## src/rtl/ddrchk_pkg.sv

```systemverilog
package ddrchk_pkg;

  typedef enum logic [2:0] {
    CMD_NOP = 3'd0,
    CMD_MRS = 3'd1,
    CMD_REF = 3'd2,
    CMD_ACT = 3'd3,
    CMD_RD  = 3'd4,
    CMD_WR  = 3'd5,
    CMD_BST = 3'd6,
    CMD_PRE = 3'd7
  } ddr_cmd_e;

  localparam int ERR_W     = 9;
  localparam int ERR_STATE = 0;
  localparam int ERR_IDLE  = 1;
  localparam int ERR_MRD   = 2;
  localparam int ERR_RCD   = 3;
  localparam int ERR_RP    = 4;
  localparam int ERR_RAS   = 5;
  localparam int ERR_RRD   = 6;
  localparam int ERR_RC    = 7;
  localparam int ERR_WAP   = 8;

  localparam int BLH_W = 3;

endpackage

```

## src/rtl/ddrchk_dncnt.sv

```systemverilog
module ddrchk_dncnt #(
  parameter int W = 4
) (
  input  logic         clk,
  input  logic         rst_n,
  input  logic         load_i,
  input  logic [W-1:0] load_val_i,
  output logic         busy_o
);

  logic [W-1:0] cnt_q, cnt_n;
  logic         cnt_en;

  always_comb begin
    cnt_en = load_i || (cnt_q != '0);
    if (load_i) cnt_n = load_val_i;
    else        cnt_n = cnt_q - W'(1);
  end

  always_ff @(posedge clk or negedge rst_n) begin
    if (!rst_n)      cnt_q <= '0;
    else if (cnt_en) cnt_q <= cnt_n;
  end

  assign busy_o = (cnt_q != '0);

endmodule

```

## src/rtl/ddrchk_bank.sv

```systemverilog
module ddrchk_bank
  import ddrchk_pkg::*;
#(
  parameter int T_RCD = 3,
  parameter int T_RP  = 3,
  parameter int T_RAS = 6,
  parameter int T_RC  = 9,
  parameter int CW    = 4
) (
  input  logic             clk,
  input  logic             rst_n,
  input  logic             act_i,
  input  logic             pre_i,
  input  logic             col_i,
  input  logic             col_ap_i,
  input  logic             col_wr_i,
  input  logic [BLH_W-1:0] bl_half_i,
  output logic             open_o,
  output logic             rcd_busy_o,
  output logic             rp_busy_o,
  output logic             ras_busy_o,
  output logic             rc_busy_o,
  output logic             wap_busy_o
);

  localparam logic [CW-1:0] LD_RCD = CW'(T_RCD - 1);
  localparam logic [CW-1:0] LD_RP  = CW'(T_RP - 1);
  localparam logic [CW-1:0] LD_RAS = CW'(T_RAS - 1);
  localparam logic [CW-1:0] LD_RC  = CW'(T_RC - 1);

  logic open_q, open_n;
  logic pend_q, pend_n;
  logic pend_wr_q, pend_wr_n;
  logic ap_busy, ap_load, fire, close, rp_load;

  assign fire    = pend_q && !ap_busy;
  assign close   = (pre_i && open_q) || fire;
  assign ap_load = col_i && col_ap_i && open_q && !close && !act_i;
  assign rp_load = close;

  ddrchk_dncnt #(.W(CW)) u_rcd (.clk(clk), .rst_n(rst_n), .load_i(act_i),
                                .load_val_i(LD_RCD), .busy_o(rcd_busy_o));
  ddrchk_dncnt #(.W(CW)) u_ras (.clk(clk), .rst_n(rst_n), .load_i(act_i),
                                .load_val_i(LD_RAS), .busy_o(ras_busy_o));
  ddrchk_dncnt #(.W(CW)) u_rc  (.clk(clk), .rst_n(rst_n), .load_i(act_i),
                                .load_val_i(LD_RC), .busy_o(rc_busy_o));
  ddrchk_dncnt #(.W(CW)) u_rp  (.clk(clk), .rst_n(rst_n), .load_i(rp_load),
                                .load_val_i(LD_RP), .busy_o(rp_busy_o));
  ddrchk_dncnt #(.W(BLH_W)) u_ap (.clk(clk), .rst_n(rst_n), .load_i(ap_load),
                                  .load_val_i(bl_half_i - BLH_W'(1)),
                                  .busy_o(ap_busy));

  always_comb begin
    open_n    = open_q;
    pend_n    = pend_q;
    pend_wr_n = pend_wr_q;
    if (act_i)      open_n = 1'b1;
    else if (close) open_n = 1'b0;
    if (act_i || close) pend_n = 1'b0;
    else if (ap_load)   pend_n = 1'b1;
    if (ap_load) pend_wr_n = col_wr_i;
  end

  always_ff @(posedge clk or negedge rst_n) begin
    if (!rst_n) begin
      open_q    <= 1'b0;
      pend_q    <= 1'b0;
      pend_wr_q <= 1'b0;
    end else begin
      open_q    <= open_n;
      pend_q    <= pend_n;
      pend_wr_q <= pend_wr_n;
    end
  end

  assign open_o     = open_q;
  assign wap_busy_o = pend_q && pend_wr_q && ap_busy;

endmodule

```

## config.mk

```make
export PLATFORM = sky130hd
export DESIGN_NAME = ddrchk_bank
export DESIGN_NICKNAME = d
export VERILOG_FILES = /design/src/rtl/ddrchk_pkg.sv /design/src/rtl/ddrchk_dncnt.sv /design/src/rtl/ddrchk_bank.sv
export SDC_FILE = /design/constraint.sdc
export NUM_CORES = 1
export LEC_CHECK = 0
export BUFFER_PORTS_ARGS = -buffer_cell sky130_fd_sc_hd__buf_2
export CORE_MARGIN = 2
export CORE_UTILIZATION = 60
export CTS_CLUSTER_SIZE = 28
export DETAILED_ROUTE_END_ITERATION = 7
export PLACE_DENSITY_LB_ADDON = 0.05
export SLEW_MARGIN = 20
export SYNTH_ARGS = -nofsm -noshare
export SYNTH_HDL_FRONTEND = slang
export SYNTH_SLANG_ARGS = --single-unit
```

## constraint.sdc

```tcl
create_clock -name clk -period 5.5 [get_ports clk]
set_clock_uncertainty 0.2 [all_clocks]
set_input_delay 0.55 -clock clk [delete_from_list [all_inputs] [get_ports clk]]
set_output_delay 0.55 -clock clk [all_outputs]
set_load 0.02 [all_outputs]
```

==> impl_results.md, run 1 <==
- CTS Buf Count: 3
- Yosys warnings: 0
- Core Area: 1920 um2
- Top delay family on crit path: simple AND/OR/NAND/NOR gates
- First-pass GRT wire length: approximately 3800 um
- Synth top area cells: dfrtp_1 (46%), ha_1 (6.3%), xnor2_1 (4.4%)
- CTS tree: done
- Clk pin slew, worst setup/hold paths: 0.12 ns
- Initial antenna violation count: 0
- Synth unique cells: 31
- H-Tree Depth: 1
- Final hold violation count: 16
- Post_cts resized: 0
- Gr busiest metal: met2
- Hold Buf Count CTS: 0
- Design Area, Final: 1310 um2
- Largest net degree at the start of global routing: 23
- Die Area: 2360 um2
- Most frequent cells in the layout: dfrtp_1 (22), buf_2 (15), nor2_1 (12)
- Max Cap Viol: 0
- Type of origin of the critical path: input pin
- RSZ-0062 raised after global routing: false
- Setup TNS: 0 ns
- Worst Path Required: 5.48 ns
- Leak: 0.602 nW
- Peak VDD IR: between 300 and 400 uV
- Ant. Diodes: 0
- DR vias/cell: 5.51
- DR pass1 iterations: 4
- Synth-to-layout area growth: 9.78%
- Synthesis-stage register bit count: 22
- Die Wd: between 40 and 50 um
- WP data arrival: between 2 and 3 ns
- Total GRT Usage: 20.5%
- Area after DPL: 1280 um2
- Core Util, Final: 68.0%
- Ys async rst share: 100%
- Layout cells sized above 1: 20.6%
- Max Clk Rate: approximately 380 MHz
- Worst slew margin relative to its limit: between 50% and 60%
- Post-synthesis sequential area ratio: 46.3%
- CTS Sinks: 22
- Routed wire length: 2090 um
- Synth Instances: 117
- Worst-path fanout max: 16
- CP peak stage delay: 0.50 ns
- Failing checks: negative hold slack
- Synth top area share: 46.3%
- Final WS setup: 2.87 ns
- Met2 usage: between 30% and 40%
- Hold_ws: -0.00779 ns
- Buffers on Ports: 15
- Post-Place Setup Slack: 2.55 ns
- Worst hold path class: input pin to asynchronous set/reset pin
- Commonest non-fill, non-tap cell in the layout: dfrtp_1
- DR vias: 871
- 1st-iter DRT viols: 3
- Final setup fails: 0
- CTS root buffer: clkbuf_4
- Clock buffer depth: 2
- Post-Syn Area: 1190 um2
- Remaining DRCs: 0
- Met3 usage: 2.78%
- Top_reg_cell synth: dfrtp_1
- Max Transition Viols Final: 0
- Post-DP HPWL: 1620 um
- Setup crit end kind: flip-flop
- Pwr dens: 459 nW/um2
- Initial Utilization: approximately three fifths
- Tcrit/Tclk final: 47.8%
- DR WL/cell: 13.2 um
- Crit path cell chain: buf_2, nand3b_1, or3_2, mux2i_1, ha_1, nand2b_1, nor4_1, or4_1
- Clk Latency, worst-skew pair: 0.30 ns
- Status: finished with violations
- Row count: 16
- Biggest area consumer among synthesized cells: dfrtp_1
- Power consumption: between 0.5 and 0.6 mW
- Height of the die: 48.5 um
- Met1 Use GR: 25.7%
- Crit Path Category: input pin to flip-flop
- Max stage delay cell, worst path: or4_1
- Minimum clock period: 2.63 ns
- Nets: 149
- Gpl congestion: 0.809
- Least-Margin Pin Slew: 0.640 ns
- # fillers: ~170
- EDFF count, synth: 0
- Bufs and invs on worst path: 1
- Post-CTS setup buffer count: 0
- GRT overflow: 0
- Detail Route Antenna Nets: 0
- Synthesized area per cell: just over 10 um2
- Via count of the first global-routing pass: 863
- Syn_nets: approximately 130
- Number of top-level pins: 16
## report_power, final
part / total (mW) / switching [mW] / leakage, nW / internal [mW]
Combinational: 0.260 / 0.133 / 0.319 / 0.128
Clock: 0.0723 / 0.0467 / 0.0138 / 0.0255
Sequential: 0.267 / 0.0516 / 0.269 / 0.215
## Yosys cell counts, drive strengths merged, types with 2 or more instances
| library cell | n |
|---|---|
| dfrtp | 22 |
| nor3 | 8 |
| a21oi | 5 |
| inv | 11 |
| nand3b | 3 |
| ha | 6 |
| nor2b | 3 |
| nand2b | 7 |
| mux2i | 5 |
| or3 | 2 |
| a211o | 3 |
| a211oi | 3 |
| nor4 | 2 |
| or3b | 3 |
| clkbuf | 4 |
| nor2 | 12 |
| xnor2 | 6 |
## final timing paths
path	from	end	slack, ns	cells after the start
max	act_i	u_ap.cnt_q[2]	2.87	8
min	rst_n	u_rp.cnt_q[3]	-0.008	1
max reg2reg	u_ap.cnt_q[0]	u_ap.cnt_q[2]	2.91	7
min reg2reg	pend_wr_q	pend_wr_q	0.33	1
max in group asynchronous	rst_n	pend_q	4.77	1
min in group clk	bl_half_i[0]	u_ap.cnt_q[0]	0.25	2
## layout make-up
| type | instances | area [um2] | area share [%] |
|---|---|---|---|
| Inverter | 11 | 41.3 | 3.16 |
| Timing Repair Buffer | 15 | 75.1 | 5.75 |
| Sequential cell | 22 | 551 | 42.1 |
| Multi-Input combinational cell | 80 | 583 | 44.6 |
| Clock buffer | 3 | 22.5 | 1.72 |
| Tap cell | 27 | 33.8 | 2.59 |
## stage by stage
step | std cells | hold WS, ns
final | 158 | -0.00779
after global routing | 158 | 0.0187
after floorplan | 117 | 0.0544
after detailed placement | 155 | 0.306
after CTS | 158 | 0.00309
after global placement | 155 | 0.299
## flip-flops by register name, summed over array words and instances (netlist names)
name	flops
u_rp.cnt_q	4
u_rcd.cnt_q	4
u_ap.cnt_q	3
pend_wr_q	1
u_rc.cnt_q	4
pend_q	1
open_o	1
u_ras.cnt_q	4
## kinds of logic (layout without fill, tap and decap cells)
group | after synthesis | after routing | synth area share [%]
simple gates | 46 | 46 | 23.6
flops | 22 | 22 | 46.3
compound gates | 16 | 16 | 9.57
buf+inv | 15 | 29 | 4.73
fa+ha+maj | 6 | 6 | 6.31
xor+xnor | 6 | 6 | 4.42
mux | 6 | 6 | 5.15
## per-layer routing
layer | part of all wire, % | up-vias
met3 | 2.3 | 0
met5 | 0 | -
met1 | 47 | 428
met2 | 51 | 9
met4 | 0 | 0
li1 | - | 434
(Power assumes the default switching activity.)
==> inputs of run 2 (changes only) <==
Settings changed: CORE_ASPECT_RATIO from default to 0.6, CORE_UTILIZATION 60 to 50.
Clock period 5.5 ns to 2.4 ns, I/O delays scaled along.
==> run 2 against run 1 <==
The run still ends with negative hold slack left. Wire length is 12% higher. Flip-flop and latch count stayed put. Sequential share of layout area is 4.1 points lower. Cell count is 11% higher. Largest cell class unchanged. Largest power group is now combinational cells.
==> impl_results.md, run 2 (same netlist as run 1, synthesis figures left out) <==
- Initial antenna violation count: 0 (unchanged)
- CTS tree: done
- Crit Path Category: flip-flop to flip-flop
- Area after DPL: 1350 um2 (+5.1%)
- Nets: 162 (+8.7%)
- Power consumption: 1.49 mW (+150%)
- Final setup fails: 0 (unchanged)
- WP data arrival: 2.29 ns (-0.32 ns)
- Setup crit end kind: flip-flop
- Placed cell count: 166 (+7.1%)
- Final instance count without filler cells: 175 (+11%)
- Row count: 13 (-3)
- Type of origin of the critical path: flip-flop
- Crit path cell chain: nor4b_4, buf_4, nor3_4, mux2i_1, ha_2, nand2b_1, nor4_1, or4_1
- Max Cap Viol: 0 (unchanged)
- Max Transition Viols Final: 0 (unchanged)
- Most frequent cells in the layout: dfrtp_1 (20), buf_2 (15), nor2_1 (12), buf_4 (12), inv_1 (11)
- CTS Buf Count: 3 (unchanged)
- Max stage delay cell, worst path: or4_1
- Clk Latency, worst-skew pair: 0.26 ns (-0.04 ns)
- Peak VDD IR: 526 uV (+58%)
- H-Tree Depth: 1 (unchanged)
- Design Area, Final: 1450 um2 (+11%)
- Buffers on Ports: 15 (unchanged)
- Post-DP HPWL: 1730 um (+6.6%)
- DR pass1 iterations: 4 (unchanged)
- Worst-path fanout max: 4 (-12)
- Detail Route Antenna Nets: 0 (unchanged)
- DR vias: 912 (+4.7%)
- 1st-iter DRT viols: 20 (+17)
- First-pass GRT wire length: 3910 um (+3.3%)
- Clock buffer depth: 2 (unchanged)
- Minimum clock period: 2.37 ns
- Final WS setup: 0.0330 ns (-2.84 ns)
- Height of the die: 41.8 um (-14%)
- Layout cells sized above 1: 29.7% (+9.0 points)
- Top delay family on crit path: simple AND/OR/NAND/NOR gates
- Die Area: 2800 um2 (+19%)
- Area of the multi-input gates: 601 um2 (+3.0%)
- Routed wire length: 2330 um (+12%)
- Max Clk Rate: 422 MHz
- Pwr dens: 1030 nW/um2 (+120%)
- Core Util, Final: 65.7% (-2.3 points)
- Core Area: 2210 um2 (+15%)
- Initial Utilization: 53.8% (-8.1 points)
- Worst Path Required: 2.33 ns (-3.15 ns)
- Tcrit/Tclk final: 98.6%
- Largest net degree at the start of global routing: 23 (unchanged)
- Bufs and invs on worst path: 1 (unchanged)
- DR vias/cell: 5.21 (-5.5%)
- Hold_ws: -0.00466 ns (+0.00313 ns)
- Clk pin slew, worst setup/hold paths: 0.07 ns (-0.05 ns)
- CP peak stage delay: 0.50 ns (about the same)
- Synth-to-layout area growth: 22.1%
- Final hold violation count: 1 (-15)
- DR WL/cell: 13.3 um (+0.68%)
- Failing checks: negative hold slack
- Gpl congestion: 0.923 (+14%)
- Via count of the first global-routing pass: 857 (-0.70%)
- Total GRT Usage: 19.0% (-1.6 points)
- Die Wd: 67.0 um (+38%)
- Worst hold path class: input pin to flip-flop
- Worst slew margin relative to its limit: 50.9% (-6.3 points)
- Ant. Diodes: 0 (unchanged)
- Remaining DRCs: 0 (unchanged)
- CTS Sinks: 22 (unchanged)
- Commonest non-fill, non-tap cell in the layout: dfrtp_1
- RSZ-0062 raised after global routing: true
- Least-Margin Pin Slew: 0.735 ns (+0.0949 ns)
- # fillers: 198 (+14%)
- Leak: 0.675 nW (+12%)
- GRT overflow: 0 (unchanged)
- Setup TNS: 0 ns (unchanged)
- Number of top-level pins: 16 (unchanged)
- Sequential Area: 553 um2 (+0.45%)
- CTS root buffer: clkbuf_8
- Status: finished with violations
- Post-Place Setup Slack: -0.0715 ns (-2.62 ns)
run 2: cell count changes in the layout (fill, tap and decap cells not counted):
cell / previous run / this run
buf_4: 0 / 12
clkbuf_8: 0 / 3
clkbuf_1: 0 / 1
ha_1: 6 / 5
dfrtp_1: 22 / 20
nor3_1: 8 / 7
dlygate4sd3_1: 0 / 1
ha_2: 0 / 1
or3_4: 0 / 1
nor3_4: 0 / 1
or3_2: 1 / 0
dfrtp_2: 0 / 2
clkbuf_4: 3 / 0
run 2: layer usage:
layer  vias to the layer above  track usage, %  wire length, um
met2                        12            28.2             1050
li1                        458               -                -
met4                         0            4.90               28
met3                         5            6.78               96
met5                         -               0                0
met1                       437            26.4             1160
run 2: layout make-up:
class                           instances  area share [%]
Inverter                               11            2.84
Sequential cell                        22            38.1
Tap cell                               30            2.58
Clock buffer                            4            3.10
Multi-Input combinational cell         80            41.3
Timing Repair Buffer                   28            12.1
run 2: where the power goes:
| group | internal (mW) | switching (mW) | total [mW] | leakage [nW] |
|---|---|---|---|---|
| Sequential | 0.497 | 0.111 | 0.608 | 0.268 |
| Combinational | 0.328 | 0.324 | 0.652 | 0.384 |
| Clock | 0.118 | 0.112 | 0.230 | 0.0228 |
run 2: final timing paths:
check                                     from             end  slack (ns)  cells past startpoint
worst max-delay path             u_ap.cnt_q[1]   u_ap.cnt_q[2]        0.03                      8
max in group asynchronous                rst_n   u_ap.cnt_q[0]        1.38                      2
worst max register to register   u_ap.cnt_q[1]   u_ap.cnt_q[2]        0.03                      8
worst min-delay path              bl_half_i[0]   u_ap.cnt_q[0]      -0.005                      2
min in group asynchronous                rst_n   u_rp.cnt_q[0]        0.26                      2
worst min register to register  u_ras.cnt_q[2]  u_ras.cnt_q[2]        0.32                      1
run 2: what timing repair did:
item / CTS / global route
gates resized for setup: 3 / 2
pin swaps: 1 / 1
setup endpoints to repair: 1 / 1
buffers inserted: 2 / 2
hold buffers: 1 / 0
hold endpoints to repair: 22 / 0
cloned: 0 / 0
run 2: worst register-to-register path, stage by stage (launching register included):
cell,delay [ns]
dfrtp_1,0.42
nor4b_4,0.34
buf_4,0.19
nor3_4,0.05
mux2i_1,0.17
ha_2,0.23
nand2b_1,0.11
nor4_1,0.04
or4_1,0.50
==> inputs of run 3 (changes only) <==
Settings changed: ABC_AREA from default to 1.
==> run 3 against run 2 <==
The flow now finishes without violations. Die area shrank 4.5%. Total power fell by 7.9%. Core utilization shrank 4.8 points. Flip-flop and latch count unchanged. Cell count grew 2.3%. Non-clock buffer count shrank 11. Clock power decreased by 3%. Sequential power decreased by 3%. Highest routed layer unchanged.
==> impl_results.md, run 3 <==
- Status: completed
- First-pass GRT wire length: 3210 um (-18%)
- Area of the multi-input gates: 487 um2 (-19%)
- Worst slew margin relative to its limit: 67.2% (+16 points)
- Worst hold path class: input pin to flip-flop
- EDFF count, synth: 0 (unchanged)
- Post-synthesis sequential area ratio: 48.6% (+2.4 points)
- CTS Sinks: 22 (unchanged)
- Yosys warnings: 0 (unchanged)
- WP data arrival: 1.47 ns (-0.82 ns)
- Type of origin of the critical path: flip-flop
- Post-DP HPWL: 1450 um (-16%)
- Die Wd: 65.4 um (-2.3%)
- Height of the die: 40.9 um (-2.2%)
- CTS root buffer: clkbuf_8
- H-Tree Depth: 1 (unchanged)
- Via count of the first global-routing pass: 736 (-14%)
- Nets: 167 (+3.1%)
- Max Cap Viol: 0 (unchanged)
- CTS tree: done
- Most frequent cells after synthesis: inv_1 (23), dfrtp_1 (22), nand2_1 (17), nor2_1 (17), nand3_1 (8)
- Setup crit end kind: output port
- Die Area: 2670 um2 (-4.5%)
- Peak VDD IR: 454 uV (-14%)
- Crit Path Category: flip-flop to output port
- DR vias: 860 (-5.7%)
- RSZ-0062 raised after global routing: false
- Final setup fails: 0 (unchanged)
- Worst-path fanout max: 4 (unchanged)
- Leak: 0.656 nW (-2.8%)
- Post_cts resized: 0 (-3)
- Hold Buf Count CTS: 2 (+1)
- DR vias/cell: 4.80 (-7.8%)
- Crit path top cell by count: inv_1
- Tcrit/Tclk final: 79.8% (-19 points)
- Synth Instances: 129 (+10%)
- Row count: 13 (unchanged)
- Synthesis-stage register bit count: 22 (unchanged)
- Number of top-level pins: 16 (unchanged)
- Max stage delay cell, worst path: dfrtp_1
- 1st-iter DRT viols: 42 (+110%)
- Setup TNS: 0 ns (unchanged)
- Ant. Diodes: 0 (unchanged)
- Biggest area consumer among synthesized cells: dfrtp_1
- Synth top area share: 48.6% (+2.4 points)
- Crit path cell chain: inv_1, ha_1, nand2_1, nor2_1, inv_1, buf_2
- Remaining DRCs: 0 (unchanged)
- CP peak stage delay: 0.37 ns (-0.13 ns)
- Synth unique cells: 24 (-23%)
- Detail Route Antenna Nets: 0 (unchanged)
- DR pass1 iterations: 4 (unchanged)
- Least-Margin Pin Slew: 0.492 ns (-0.243 ns)
- Bufs and invs on worst path: 3 (+2)
- Post-CTS setup buffer count: 0 (-2)
- Most frequent cells in the layout: inv_1 (23), dfrtp_1 (22), nor2_1 (17), nand2_1 (17), buf_2 (15)
- Routed wire length: 1920 um (-18%)
- Clk pin slew, worst setup/hold paths: 0.07 ns (about the same)
- Sequential Area: 551 um2 (-0.45%)
- Buffers on Ports: 15 (unchanged)
- Initial Utilization: 52.7% (-1.1 points)
- Total GRT Usage: 17.2% (-1.7 points)
- Top delay family on crit path: buffers and inverters
- Synth top area cells: dfrtp_1 (49%), inv_1 (7.6%), ha_1 (6.6%)
- Ys async rst share: 100% (unchanged)
- CTS Buf Count: 3 (unchanged)
- Pwr dens: 1050 nW/um2 (+2.4%)
- Max Transition Viols Final: 0 (unchanged)
- Clock buffer depth: 2 (unchanged)
- DR WL/cell: 10.7 um (-20%)
- Minimum clock period: 1.91 ns (-0.452 ns)
- Top_reg_cell synth: dfrtp_1
- Clk Latency, worst-skew pair: 0.26 ns (about the same)
- Core Area: 2150 um2 (-2.9%)
- Layout cells sized above 1: 17.4% (-12 points)
- Synth-to-layout area growth: 15.4%
- Syn_nets: 145 (+9.0%)
- Commonest non-fill, non-tap cell in the layout: inv_1
- Gpl congestion: 0.789 (-15%)
- Worst Path Required: 1.96 ns (-0.37 ns)
- Core Util, Final: 60.8% (-4.8 points)
- Largest net degree at the start of global routing: 23 (unchanged)
- Synthesized area per cell: 8.78 um2 (-14%)
- # fillers: 196 (-1.0%)
- Post-Syn Area: 1130 um2 (-4.8%)
- Max Clk Rate: 522 MHz (+24%)
- Final hold violation count: 0 (-1)
- GRT overflow: 0 (unchanged)
- Most common cell in the netlist: inv_1
- Initial antenna violation count: 0 (unchanged)
==> run 3: cell type report <==
type	count	share of cell area [%]
timing repair buffer	17	7.28
clock buffer	3	3.16
tap	30	2.87
sequential	22	42.1
multi-input combinational	82	37.3
inverter	25	7.28
==> run 3: power by group <==
| part | switching, mW | leakage (nW) | internal [mW] |
|---|---|---|---|
| clock | 0.110 | 0.0216 | 0.112 |
| combinational | 0.331 | 0.365 | 0.228 |
| sequential | 0.0850 | 0.269 | 0.507 |
| total | 0.526 | 0.656 | 0.846 |
==> run 3: logic make-up after synthesis <==
| kind of cell | after synthesis | synth area share (%) |
|---|---|---|
| AND/OR/NAND/NOR | 53 | 22.9 |
| buffers and inverters | 25 | 8.40 |
| flip-flops | 22 | 48.6 |
| AO/OA/AOI/OAI | 17 | 8.73 |
| adder cells (fa/ha/maj) | 6 | 6.63 |
| XOR/XNOR | 5 | 3.87 |
| multiplexers | 1 | 0.884 |
==> run 3: worst register-to-register path: stages (launching register included) <==
cell and delay (ns):
dfrtp_1 0.40, nor2_1 0.13, nand3_2 0.13, nand4_4 0.12, or2_0 0.14, o21ai_2 0.07, ha_1 0.19, inv_1 0.06
nand3_1 0.07, a21oi_1 0.14
==> run 3: per-layer routing <==
metal | global-route usage (%) | part of all wire [%] | vias to the layer above
li1 | - | - | 453
met1 | 21.4 | 52 | 391
met2 | 27.6 | 42 | 12
met3 | 5.77 | 4.1 | 4
met4 | 9.38 | 2.2 | 0
met5 | 0 | 0 | -
==> run 3: path summary, 6_finish.rpt <==
kind / startpoint / depth (start not counted) / slack, ns / endpoint
setup / recovery: u_rc.cnt_q[0] / 6 / 0.49 / rc_busy_o
hold / removal: act_i / 2 / 0.04 / u_rc.cnt_q[1]
setup reg to reg: u_ap.cnt_q[0] / 9 / 0.68 / u_ap.cnt_q[2]
hold reg to reg: u_ras.cnt_q[1] / 2 / 0.29 / u_ras.cnt_q[1]
max in group asynchronous: rst_n / 2 / 1.37 / u_rp.cnt_q[1]
min in group asynchronous: rst_n / 2 / 0.29 / u_ras.cnt_q[2]
==> run 3: through the flow <==
stage	instance area, um2	std cells	total power, mW	worst slack, ns	hold slack [ns]
after global placement	1240	174	1.14	0.731	0.0390
after global routing	1310	179	1.50	0.381	0.0576
after CTS	1310	179	1.39	0.484	0.0484
after floorplan	1130	129	1.02	0.653	-0.256
final	1310	179	1.37	0.485	0.0415
after detailed placement	1240	174	1.15	0.702	0.0374
